$ cat config.mk
export PLATFORM = sky130hd
export DESIGN_NAME = gpio_irq_port
export DESIGN_NICKNAME = d
export VERILOG_FILES = /design/src/rtl/gpio_irq_pkg.sv /design/src/rtl/gpio_irq_rst_sync.sv /design/src/rtl/gpio_irq_sync.sv /design/src/rtl/gpio_irq_pin.sv /design/src/rtl/gpio_irq_regs.sv /design/src/rtl/gpio_irq_port.sv
export SDC_FILE = /design/constraint.sdc
export NUM_CORES = 1
export LEC_CHECK = 0
export ABC_AREA = 1
export ABC_CLOCK_PERIOD_IN_PS = 2600
export CAP_MARGIN = 20
export CORE_AREA = 2 2 95 97
export CTS_CLUSTER_DIAMETER = 80
export DETAILED_ROUTE_END_ITERATION = 16
export DIE_AREA = 0 0 97 99
export DONT_BUFFER_PORTS = 1
export PLACE_DENSITY = 0.58
export SLEW_MARGIN = 20
export SYNTH_ARGS = -nofsm -noshare
export SYNTH_HDL_FRONTEND = slang
export SYNTH_HIERARCHICAL = 1
export SYNTH_SLANG_ARGS = --single-unit
$ cat constraint.sdc
create_clock -name clk -period 2.6 [get_ports clk]
set_clock_uncertainty 0.05 [all_clocks]
set_input_delay 0.26 -clock clk [delete_from_list [all_inputs] [get_ports clk]]
set_output_delay 0.26 -clock clk [all_outputs]
set_load 0.005 [all_outputs]
$ cat src/rtl/gpio_irq_pkg.sv
package gpio_irq_pkg;

  localparam int unsigned PORT_W = 8;
  localparam int unsigned ADDR_W = 3;

  typedef enum logic [ADDR_W-1:0] {
    REG_SENSE = 3'd0,
    REG_BOTH  = 3'd1,
    REG_POL   = 3'd2,
    REG_MASK  = 3'd3,
    REG_RAW   = 3'd4,
    REG_MIS   = 3'd5,
    REG_ACK   = 3'd6,
    REG_LVL   = 3'd7
  } reg_addr_e;

  typedef struct packed {
    logic [PORT_W-1:0] sense;
    logic [PORT_W-1:0] both;
    logic [PORT_W-1:0] pol;
    logic [PORT_W-1:0] mask;
  } port_cfg_t;

endpackage

$ cat src/rtl/gpio_irq_rst_sync.sv
module gpio_irq_rst_sync #(
  parameter int unsigned STAGES = 2
) (
  input  logic clk,
  input  logic rst_n,
  output logic rst_n_sync
);

  logic [STAGES-1:0] chain_q;
  logic [STAGES-1:0] chain_d;

  always_comb begin
    chain_d = {chain_q[STAGES-2:0], 1'b1};
  end

  always_ff @(posedge clk or negedge rst_n) begin
    if (!rst_n) chain_q <= '0;
    else        chain_q <= chain_d;
  end

  assign rst_n_sync = chain_q[STAGES-1];

endmodule

$ cat src/rtl/gpio_irq_sync.sv
module gpio_irq_sync #(
  parameter int unsigned WIDTH  = 8,
  parameter int unsigned STAGES = 2
) (
  input  logic             clk,
  input  logic             rst_n,
  input  logic [WIDTH-1:0] async_i,
  output logic [WIDTH-1:0] sync_o
);

  logic [WIDTH-1:0] stage_q [STAGES];
  logic [WIDTH-1:0] stage_d [STAGES];

  always_comb begin
    stage_d[0] = async_i;
    for (int s = 1; s < STAGES; s++) stage_d[s] = stage_q[s-1];
  end

  generate
    for (genvar s = 0; s < STAGES; s++) begin : g_stage
      always_ff @(posedge clk or negedge rst_n) begin
        if (!rst_n) stage_q[s] <= '0;
        else        stage_q[s] <= stage_d[s];
      end
    end
  endgenerate

  assign sync_o = stage_q[STAGES-1];

endmodule

$ cat src/rtl/gpio_irq_pin.sv
module gpio_irq_pin (
  input  logic clk,
  input  logic rst_n,
  input  logic sense_i,
  input  logic both_i,
  input  logic pol_i,
  input  logic sync_i,
  input  logic ack_i,
  input  logic chg_i,
  output logic raw_o
);

  logic prev_q;
  logic edge_q, edge_d;
  logic rise, fall, hit;

  always_comb begin
    rise = sync_i & ~prev_q;
    fall = ~sync_i & prev_q;
    if (both_i) hit = rise | fall;
    else        hit = pol_i ? rise : fall;
    hit = hit & ~sense_i;
  end

  always_comb begin
    edge_d = edge_q;
    if (sense_i)            edge_d = 1'b0;
    else if (hit)           edge_d = 1'b1;
    else if (ack_i | chg_i) edge_d = 1'b0;
  end

  always_ff @(posedge clk or negedge rst_n) begin
    if (!rst_n) begin
      prev_q <= 1'b0;
      edge_q <= 1'b0;
    end else begin
      prev_q <= sync_i;
      edge_q <= edge_d;
    end
  end

  assign raw_o = sense_i ? (sync_i == pol_i) : edge_q;

  AST_EDGE_STICKY: assert property (@(posedge clk) disable iff (!rst_n)
    (!sense_i && edge_q && !ack_i && !chg_i) |=> edge_q);

  AST_ACK_CLEARS: assert property (@(posedge clk) disable iff (!rst_n)
    (!sense_i && !hit && ack_i) |=> !edge_q);

  AST_RISE_LATCHES: assert property (@(posedge clk) disable iff (!rst_n)
    (!sense_i && !both_i && pol_i && sync_i && !prev_q) |=> edge_q);

  AST_BOTH_FALL: assert property (@(posedge clk) disable iff (!rst_n)
    (!sense_i && both_i && !sync_i && prev_q) |=> edge_q);

endmodule

$ cat src/rtl/gpio_irq_regs.sv
module gpio_irq_regs
  import gpio_irq_pkg::*;
#(
  parameter logic [PORT_W-1:0] CONN_MASK = 8'h7F
) (
  input  logic              clk,
  input  logic              rst_n,
  input  logic [ADDR_W-1:0] bus_addr,
  input  logic              bus_wr,
  input  logic [PORT_W-1:0] bus_wdata,
  output logic [PORT_W-1:0] bus_rdata,
  input  logic [PORT_W-1:0] raw_i,
  input  logic [PORT_W-1:0] lvl_i,
  output port_cfg_t         cfg_o,
  output logic [PORT_W-1:0] ack_o,
  output logic [PORT_W-1:0] chg_o
);

  port_cfg_t         cfg_q, cfg_d;
  logic [PORT_W-1:0] wdata_c;
  logic              cfg_en;

  assign wdata_c = bus_wdata & CONN_MASK;

  always_comb begin
    cfg_d  = cfg_q;
    cfg_en = 1'b0;
    ack_o  = '0;
    if (bus_wr) begin
      case (reg_addr_e'(bus_addr))
        REG_SENSE: begin cfg_d.sense = wdata_c; cfg_en = 1'b1; end
        REG_BOTH:  begin cfg_d.both  = wdata_c; cfg_en = 1'b1; end
        REG_POL:   begin cfg_d.pol   = wdata_c; cfg_en = 1'b1; end
        REG_MASK:  begin cfg_d.mask  = wdata_c; cfg_en = 1'b1; end
        REG_ACK:   ack_o = wdata_c;
        default:   ;
      endcase
    end
    chg_o = (cfg_d.sense ^ cfg_q.sense) | (cfg_d.both ^ cfg_q.both) |
            (cfg_d.pol ^ cfg_q.pol);
  end

  always_ff @(posedge clk or negedge rst_n) begin
    if (!rst_n)      cfg_q <= '0;
    else if (cfg_en) cfg_q <= cfg_d;
  end

  always_comb begin
    case (reg_addr_e'(bus_addr))
      REG_SENSE: bus_rdata = cfg_q.sense;
      REG_BOTH:  bus_rdata = cfg_q.both;
      REG_POL:   bus_rdata = cfg_q.pol;
      REG_MASK:  bus_rdata = cfg_q.mask;
      REG_RAW:   bus_rdata = raw_i & CONN_MASK;
      REG_MIS:   bus_rdata = raw_i & cfg_q.mask & CONN_MASK;
      REG_LVL:   bus_rdata = lvl_i & CONN_MASK;
      default:   bus_rdata = '0;
    endcase
  end

  assign cfg_o = cfg_q;

  AST_WRITE_LANDS: assert property (@(posedge clk) disable iff (!rst_n)
    (bus_wr && bus_addr == REG_MASK) |=> (cfg_q.mask == (CONN_MASK & $past(bus_wdata))));

endmodule

$ cat src/rtl/gpio_irq_port.sv
module gpio_irq_port
  import gpio_irq_pkg::*;
#(
  parameter logic [PORT_W-1:0] CONN_MASK   = 8'h7F,
  parameter int unsigned       SYNC_STAGES = 2,
  parameter int unsigned       RST_STAGES  = 2
) (
  input  logic              clk,
  input  logic              rst_n,
  input  logic [ADDR_W-1:0] bus_addr,
  input  logic              bus_wr,
  input  logic [PORT_W-1:0] bus_wdata,
  output logic [PORT_W-1:0] bus_rdata,
  input  logic [PORT_W-1:0] pin_in,
  output logic              irq
);

  logic              rst_n_s;
  logic [PORT_W-1:0] sync_bus;
  logic [PORT_W-1:0] lvl_bus;
  logic [PORT_W-1:0] raw_pin;
  logic [PORT_W-1:0] raw_bus;
  logic [PORT_W-1:0] ack_bus;
  logic [PORT_W-1:0] chg_bus;
  port_cfg_t         cfg;

  gpio_irq_rst_sync #(.STAGES(RST_STAGES)) u_rst (
    .clk        (clk),
    .rst_n      (rst_n),
    .rst_n_sync (rst_n_s)
  );

  gpio_irq_sync #(.WIDTH(PORT_W), .STAGES(SYNC_STAGES)) u_sync (
    .clk     (clk),
    .rst_n   (rst_n_s),
    .async_i (pin_in),
    .sync_o  (sync_bus)
  );

  assign lvl_bus = sync_bus & CONN_MASK;

  generate
    for (genvar i = 0; i < PORT_W; i++) begin : g_pin
      gpio_irq_pin u_pin (
        .clk     (clk),
        .rst_n   (rst_n_s),
        .sense_i (cfg.sense[i]),
        .both_i  (cfg.both[i]),
        .pol_i   (cfg.pol[i]),
        .sync_i  (lvl_bus[i]),
        .ack_i   (ack_bus[i]),
        .chg_i   (chg_bus[i]),
        .raw_o   (raw_pin[i])
      );
    end
  endgenerate

  assign raw_bus = raw_pin & CONN_MASK;

  gpio_irq_regs #(.CONN_MASK(CONN_MASK)) u_regs (
    .clk       (clk),
    .rst_n     (rst_n_s),
    .bus_addr  (bus_addr),
    .bus_wr    (bus_wr),
    .bus_wdata (bus_wdata),
    .bus_rdata (bus_rdata),
    .raw_i     (raw_bus),
    .lvl_i     (lvl_bus),
    .cfg_o     (cfg),
    .ack_o     (ack_bus),
    .chg_o     (chg_bus)
  );

  assign irq = |(raw_bus & cfg.mask);

  AST_IRQ_NEEDS_SOURCE: assert property (@(posedge clk) disable iff (!rst_n_s)
    ((raw_bus & cfg.mask) == '0) |-> !irq);

  AST_ABSENT_QUIET: assert property (@(posedge clk) disable iff (!rst_n_s)
    ((raw_bus | cfg.mask | cfg.sense) & ~CONN_MASK) == '0);

endmodule

After elaboration in Yosys (flattened, before gate mapping)

Cells that the tools add are included.

Divide/modulo/power cells: 0
$lt $le $gt $ge: 0
Multiplexer cells: 52
Eq/ne operators: 14
Add/subtract/negate cells: 0
Bitwise gates (word level): 62
Multiply operators: 0
Shift operators: 0
Reductions and logical operators: 11

Operators by type and width:

| cell                 | number |
|---|---|
| $pmux W8 S7          | 1 |
| $mux W1              | 44 |
| $mux W32             | 1 |
| $mux W8              | 3 |
| $and A1 B1 Y1        | 21 |
| $mux W7              | 3 |
| $not A1 Y1           | 21 |
| $reduce_bool A3 Y1   | 7 |
| $xor A7 B7 Y7        | 3 |
| $or A1 B1 Y1         | 14 |
| $or A7 B7 Y7         | 2 |
| $eq A3 B3 Y1 const B | 4 |
| $reduce_or A8 Y1     | 1 |
| $and A7 B7 Y7        | 1 |
| $eq A1 B1 Y1         | 7 |
| $eq A3 B2 Y1 const B | 2 |
| $reduce_or A4 Y1     | 1 |
| $eq A3 B1 Y1 const B | 1 |
| $logic_not A3 Y1     | 1 |
| $reduce_and A3 Y1    | 1 |

Output and inout port bits: 9
Word-level logic and storage cells: 160
Memories: 0
Input port bits: 22
Memory bits (read-only): 0
Bits in latches: 0
Bits in writable memories: 0
Bits in registers: 61

Depth between registers and ports, before layout

Gate-level depths: netlist of run 1.

Depth in word-level cells: 10
Gate-level depth with buffers: 13
Mapped depth without buffers: 11

Cells and area by module

The synthesis of run 1 kept the hierarchy.

By module, submodules not included:

| module            | cells each | area each (um2) | sequential area each (um2) | instances |
|---|---|---|---|---|
| gpio_irq_regs     | 337        | 2,203.4         | 775.7                      | 1 |
| gpio_irq_pin      | 21         | 156.4           | 50.0                       | 7 |
| gpio_irq_sync     | 16         | 400.4           | 400.4                      | 1 |
| gpio_irq_port     | 15         | 56.3            | 0.0                        | 1 |
| gpio_irq_rst_sync | 3          | 53.8            | 50.0                       | 1 |

Worst setup path after synthesis of run 1

OpenSTA, ideal clock, no wires.

Path type: input port to flip-flop
Start point: in bus_wr
End point: reg g_pin[3].u_pin.edge_q
Data arrival time: 1,256 ps
Library setup time: 123 ps
Data required time: 2,427 ps
Buffers on the path: 2
Slack: 1,170 ps
Stages on the path: 11
Path through: buf_4 > buf_6 > inv_1 > nor2_2 > nand2_1 > o21ai_0 > nand2_1 > nand3_1 > nor2_1 > a21oi_1 > a21oi_2

Cells in the longest elaborated chain, start to end: 6
Elaborated cells between the ends (all ways): 9
Classes of those cells: 2 x mux; 6 x bitwise; 1 x reduce/logical

Ends and longest elaborated chain:

| item                             | line                | source |
|---|---|---|
| from (decl)                      | gpio_irq_port.sv:11 | `input logic bus_wr,` |
| $mux W32 (*)                     | gpio_irq_regs.sv:29 | `if (bus_wr) begin` |
| $xor A7 B7 Y7                    | gpio_irq_regs.sv:39 | `chg_o = (cfg_d.sense ^ cfg_q.sense) \| (cfg_d.both ^ cfg_q.both) \|` |
| $or A7 B7 Y7                     | gpio_irq_regs.sv:39 |  |
| $or A7 B7 Y7 (*)                 | gpio_irq_regs.sv:39 |  |
| net chg_bus[3]                   | gpio_irq_port.sv:24 | `logic [PORT_W-1:0] chg_bus;` |
| $or A1 B1 Y1 (*)                 | gpio_irq_pin.sv:29  | `else if (ack_i \| chg_i) edge_d = 1'b0;` |
| $reduce_bool A3 Y1 (no line) (*) | -                   |  |
| to (signal assigned)             | gpio_irq_pin.sv:38  | `edge_q <= edge_d;` |
| to (decl)                        | gpio_irq_pin.sv:14  | `logic edge_q, edge_d;` |

The timed path passes the listed nets; every way through them passes the cells marked *.
A chain may end at the register's enable or synchronous reset.

Worst setup path after layout of run 1

Start point: reg u_regs.cfg_q, in the netlist u_regs/cfg_o[12]
End point: out bus_rdata[4]

Cells in the longest elaborated chain, start to end: 4

Ends and longest elaborated chain:

| item                   | line                | source |
|---|---|---|
| from (decl)            | gpio_irq_regs.sv:19 | `port_cfg_t cfg_q, cfg_d;` |
| from (signal assigned) | gpio_irq_regs.sv:45 | `else if (cfg_en) cfg_q <= cfg_d;` |
| $eq A1 B1 Y1 (*)       | gpio_irq_pin.sv:42  | `assign raw_o = sense_i ? (sync_i == pol_i) : edge_q;` |
| $mux W1 (*)            | gpio_irq_pin.sv:42  |  |
| net raw_bus[4]         | gpio_irq_port.sv:22 | `logic [PORT_W-1:0] raw_bus;` |
| $and A7 B7 Y7          | gpio_irq_regs.sv:55 | `REG_MIS: bus_rdata = raw_i & cfg_q.mask & CONN_MASK;` |
| $pmux W8 S7 (*)        | gpio_irq_regs.sv:49 | `case (reg_addr_e'(bus_addr))` |
| to (decl)              | gpio_irq_port.sv:13 | `output logic [PORT_W-1:0] bus_rdata,` |

Marks and branches as above.

==> results of run 1 <==
power by group:
group | switching [uW] | internal [uW] | total (uW)
clock network | 371 | 589 | 960
logic | 433 | 260 | 692
registers | 141 | 1100 | 1240
total | 945 | 1950 | 2890
stage by stage:
step / instances / util (%) / total power, uW / cell area [um2]
after floorplan: 511 / - / 1770 / 3730
after global placement: 615 / 44.9 / 1910 / 3840
after detailed placement: 615 / 44.9 / 1930 / 3840
after CTS: 639 / 48.5 / 2920 / 4150
after global routing: 639 / 48.5 / 3090 / 4150
final: 639 / 48.5 / 2890 / 4150
sequential cells by signal (all words and copies together), names as in the netlist:
signal	cells
u_regs/cfg_o	31
g_pin.u_pin/prev_q	7
u_sync/stage_d	7
u_rst/chain_q	2
u_sync/sync_o	7
g_pin.u_pin/edge_q	7
layout make-up:
class,count,area (um2)
Fill cell,873,4400
Multi-Input combinational cell,345,1770
Sequential cell,61,1530
Inverter,95,357
Clock buffer,12,155
Timing Repair Buffer,14,138
Tap cell,108,135
Clock inverter,4,70.1
worst max path at each step:
stage | end | slack [ns] | depth (start not counted) | start
after floorplan | g_pin[0].u_pin/edge_q | 0.73 | 0 | u_rst/chain_q[1]
after global placement | g_pin[0].u_pin/edge_q | 0.73 | 10 | bus_addr[2]
after detailed placement | g_pin[3].u_pin/edge_q | 0.71 | 10 | bus_addr[2]
after CTS | bus_rdata[0] | 0.63 | 7 | u_sync/sync_o[0]
after global routing | bus_rdata[0] | 0.49 | 7 | u_regs/cfg_o[8]
final | bus_rdata[4] | 0.64 | 7 | u_regs/cfg_o[12]
layer usage:
layer	global-route usage, %	share of wire (%)	vias to the layer above
li1	-	-	1642
met1	26.5	46	1527
met2	33.8	47	68
met3	5.04	5.1	23
met4	8.56	2.1	0
met5	0	0	-
what timing repair did:
item	4_1_cts	5_1_grt
gates resized for setup	0	0
endpoints found under the hold margin	9	0
hold buffers	8	0
==> results.json, run 1 <==
{
  "antenna_found_initial": 0,
  "drv_cap": 0,
  "grt_overflow": 0,
  "rows": 34,
  "hpwlAfterDp_mm": 6.53,
  "startpoint_type": "flip-flop",
  "clk_pin_slew_ns": 0.07,
  "slew_viol_final": 0,
  "worstSetupPathType": "flip-flop to output pin",
  "layout_common_cells": "nand2_1 (120), inv_1 (78), nor2_1 (60), dfrtp_1 (60), nand3_1 (37)",
  "clock_sinks": 61,
  "gp_congestion": 0.841,
  "rr_worst_depth": 6,
  "synthCells": 511,
  "ant_nets": 0,
  "syn-cell-area_mm2": 0.00373,
  "portBuffers": 0,
  "htree_num_levels": 3,
  "cp_slowest_cell": "dfrtp_1",
  "hold_viol": 0,
  "cp_slowest_stage_delay_ns": 0.44,
  "drc": 0,
  "period_minus_slack_ns": 1.96,
  "cts_tree": "yes",
  "crit_family": "compound AO/OA/AOI/OAI gates",
  "r2r_slack_ns": 1.31,
  "power.density_mw_per_mm2": 697,
  "grt_max_degree": 60,
  "hp-class": "primary input to flip-flop",
  "dr.pass1.iters": 5,
  "irDropWorstVdd_uv": 323,
  "drive_gt1_share_pct": 11.1,
  "yosys_warnings": 6,
  "avgSynthCellArea_um2": 7.30,
  "crit_top_cell": "nand2_1",
  "worstReg2RegStart": "u_regs/cfg_o[28]",
  "cp-end-kind": "output pin",
  "root_buffer": "clkbuf_8",
  "worstHoldStart": "bus_wdata[6]",
  "max_clock_freq_mhz": 511,
  "dieHeight_um": 99,
  "worst_slew_pin_slew_ns": 0.682,
  "grtUsageTotal_pct": 20.7,
  "setup_viol": 0,
  "core-area_mm2": 0.00855,
  "wl_per_cell_um": 14.7,
  "min_path_cells": 2,
  "postRouteWirelength_mm": 9.40,
  "critPathMaxFanout": 6,
  "required_ns": 2.29,
  "initial_core_util_pct": 43.6,
  "die_w_um": 97,
  "holdWs_ns": 0.0506,
  "cts_buffers": 9,
  "nets": 562,
  "status": "complete, no violations",
  "vias": 3260,
  "post_cts_buffers": 0,
  "first_global_vias": 3224,
  "finalSetupTns_ns": 0,
  "holdPathEnd": "u_regs/cfg_o[6]",
  "io_pins": 31,
  "layout_commonest_cell": "nand2_1",
  "areaGrowthSynthToFinish_pct": 11.2,
  "path_cells": "inv_1 > nand2_1 > a31oi_1 > nand2_1 > o21ai_0 > nor2_1 > nand2_1",
  "die_area_mm2": 0.00960,
  "grt_setup_unrepaired": "no",
  "n_antenna_cell": 0,
  "cp_data_arrival_time_ns": 1.65,
  "post-route-period-util_pct": 75.3,
  "vias_per_cell": 5.10,
  "syn-num-nets": 547,
  "leakage_uw": 0.00207,
  "clk_path_buf_depth": 2,
  "clkLatencyLatePin_ns": 0.35,
  "drt_iter0_markers": 166,
  "fin_ws_ns": 0.643,
  "relSlewSlack_pct": 54.4,
  "grt_pass1_wl_mm": 15.8,
  "pre_cts_slack_ns": 0.712,
  "reg2reg_to": "g_pin[4].u_pin/edge_q",
  "critical_path_buf_inv_count": 1
}
Power figures use the tool's default switching activity.
==> run 2: changes to the inputs <==
ABC_AREA = 0   (was 1)
ABC_CLOCK_PERIOD_IN_PS = 1900   (was 2600)
CORE_AREA = 2 2 92 94   (was 2 2 95 97)
DIE_AREA = 0 0 94 96   (was 0 0 97 99)
clock period = 1.9 ns   (was 2.6 ns; I/O delays follow)
==> run 2 against run 1 <==
The run now ends with setup timing left. First-iteration DRC count down 19%. Combinational power up 52%. Die area is 6.0% lower. Highest routed layer unchanged. Design area decreased by 1.0%. Flip-flop and latch count is the same. Sequential power is 35% higher.
==> results.json, run 2 <==
{
  "status": "finished, violations left",
  "violations": "setup timing",
  "ant_nets": 0,
  "core-area_mm2": 0.00805,
  "root_buffer": "clkbuf_8",
  "setup_viol": 2,
  "power.density_mw_per_mm2": 946,
  "slew_viol_final": 0,
  "layout_common_cells": "dfrtp_1 (58), mux2_2 (35), inv_1 (23), mux2i_1 (19), buf_4 (18)",
  "grt_max_degree": 37,
  "synthCells": 303,
  "nets": 372,
  "postRouteWirelength_mm": 8.17,
  "max_clock_freq_mhz": 505,
  "syn-num-nets": 339,
  "cp-end-kind": "output pin",
  "fin_ws_ns": -0.0806,
  "grt_pass1_wl_mm": 13.3,
  "clk_pin_slew_ns": 0.07,
  "relSlewSlack_pct": 22.8,
  "startpoint_type": "flip-flop",
  "rows": 33,
  "hpwlAfterDp_mm": 5.06,
  "io_pins": 31,
  "clk_path_buf_depth": 2,
  "clkLatencyLatePin_ns": 0.34,
  "syn-cell-area_mm2": 0.00348,
  "post-route-period-util_pct": 104,
  "leakage_uw": 0.00181,
  "n_antenna_cell": 0,
  "drc": 0,
  "clock_sinks": 61,
  "die_w_um": 94,
  "antenna_found_initial": 0,
  "wl_per_cell_um": 18.3,
  "drive_gt1_share_pct": 28.4,
  "dr.pass1.iters": 7,
  "avgSynthCellArea_um2": 11.5,
  "filler_cell_count": 746,
  "worst_slew_pin_slew_ns": 1.15,
  "pre_cts_slack_ns": 0.0714,
  "initial_core_util_pct": 43.2,
  "finalSetupTns_ns": -0.143,
  "irDropWorstVdd_uv": 492,
  "grt_setup_unrepaired": "yes",
  "layout_commonest_cell": "dfrtp_1",
  "vias": 2516,
  "yosys_warnings": 6,
  "period_minus_slack_ns": 1.98,
  "rr_worst_depth": 6,
  "dpl_cell_area_mm2": 0.00367,
  "die_area_mm2": 0.00902,
  "hold_viol": 0,
  "hp-class": "primary input to async pin",
  "portBuffers": 0,
  "final_core_util_pct": 51.0,
  "final_area_mm2": 0.00411,
  "grt_overflow": 0,
  "first_global_vias": 2477,
  "required_ns": 1.66,
  "vias_per_cell": 5.64,
  "cts_buffers": 9,
  "drv_cap": 0,
  "grtUsageTotal_pct": 19.4,
  "cp_data_arrival_time_ns": 1.74,
  "critPathMaxFanout": 2,
  "drt_iter0_markers": 134,
  "dieHeight_um": 96,
  "cts_tree": "yes",
  "worstSetupPathType": "flip-flop to output pin",
  "areaGrowthSynthToFinish_pct": 18.1,
  "gp_congestion": 0.757,
  "largest_reg_flops": 31,
  "htree_num_levels": 3
}
run 2: what timing repair did:
action | in CTS | in global routing
pin swaps | 5 | 8
hold buffers | 15 | 0
buffers inserted | 2 | 2
endpoints found under the setup margin | 4 | 7
hold endpoints to repair | 37 | 0
gates resized for setup | 7 | 9
run 2: critical path, stage by stage, from the launching register on:
cell,delay (ns)
dfrtp_1,0.40
buf_6,0.13
xnor2_1,0.11
mux2_4,0.27
a222oi_1,0.29
nand3_1,0.19
run 2: final timing paths:
| check | startpoint | end | slack, ns |
|---|---|---|---|
| hold reg to reg | u_rst/chain_q[1] | g_pin[2].u_pin/edge_q | 0.16 |
| setup reg to reg | u_regs/cfg_o[8] | g_pin[0].u_pin/edge_q | 0.07 |
| min in group clk | bus_wdata[5] | g_pin[5].u_pin/edge_q | 0.10 |
| max in group asynchronous | u_rst/chain_q[1] | u_regs/cfg_o[11] | 1.05 |
| hold / removal | rst_n | u_rst/chain_q[0] | 0.03 |
| setup / recovery | u_regs/cfg_o[9] | irq | -0.08 |
run 2: per-layer routing:
layer | wire, um | up-vias | global-route usage, %
met5 | 0 | - | 0
met4 | 136 | 0 | 7.73
met3 | 413 | 11 | 4.54
met2 | 3850 | 46 | 30.2
met1 | 3770 | 1273 | 26.1
li1 | - | 1186 | -
run 2: metrics by stage:
| step | std cells | power, uW | hold slack, ns |
|---|---|---|---|
| 3_5_place_dp | 412 | 2620 | -0.156 |
| 3_3_place_gp | 412 | 2600 | -0.156 |
| 5_1_grt | 446 | 4100 | 0.0159 |
| 2_1_floorplan | 303 | 2350 | -0.156 |
| 4_1_cts | 444 | 3850 | 0.0185 |
| 6_report | 446 | 3890 | 0.0278 |
run 2: cell type report:
type                    count  area, um2  share of cell area, %
clock inverters             4       47.5                   1.16
repair buffers             38        350                   8.53
clock buffers              12        145                   3.53
well taps                 105        131                   3.20
multi-input cells         203       1820                   44.2
flip-flops and latches     61       1530                   37.3
inverters                  23       86.3                   2.10
run 2: power breakdown:
part	internal, uW	switching, uW
Combinational	604	445
Clock	638	515
Sequential	1510	179
Total	2750	1140
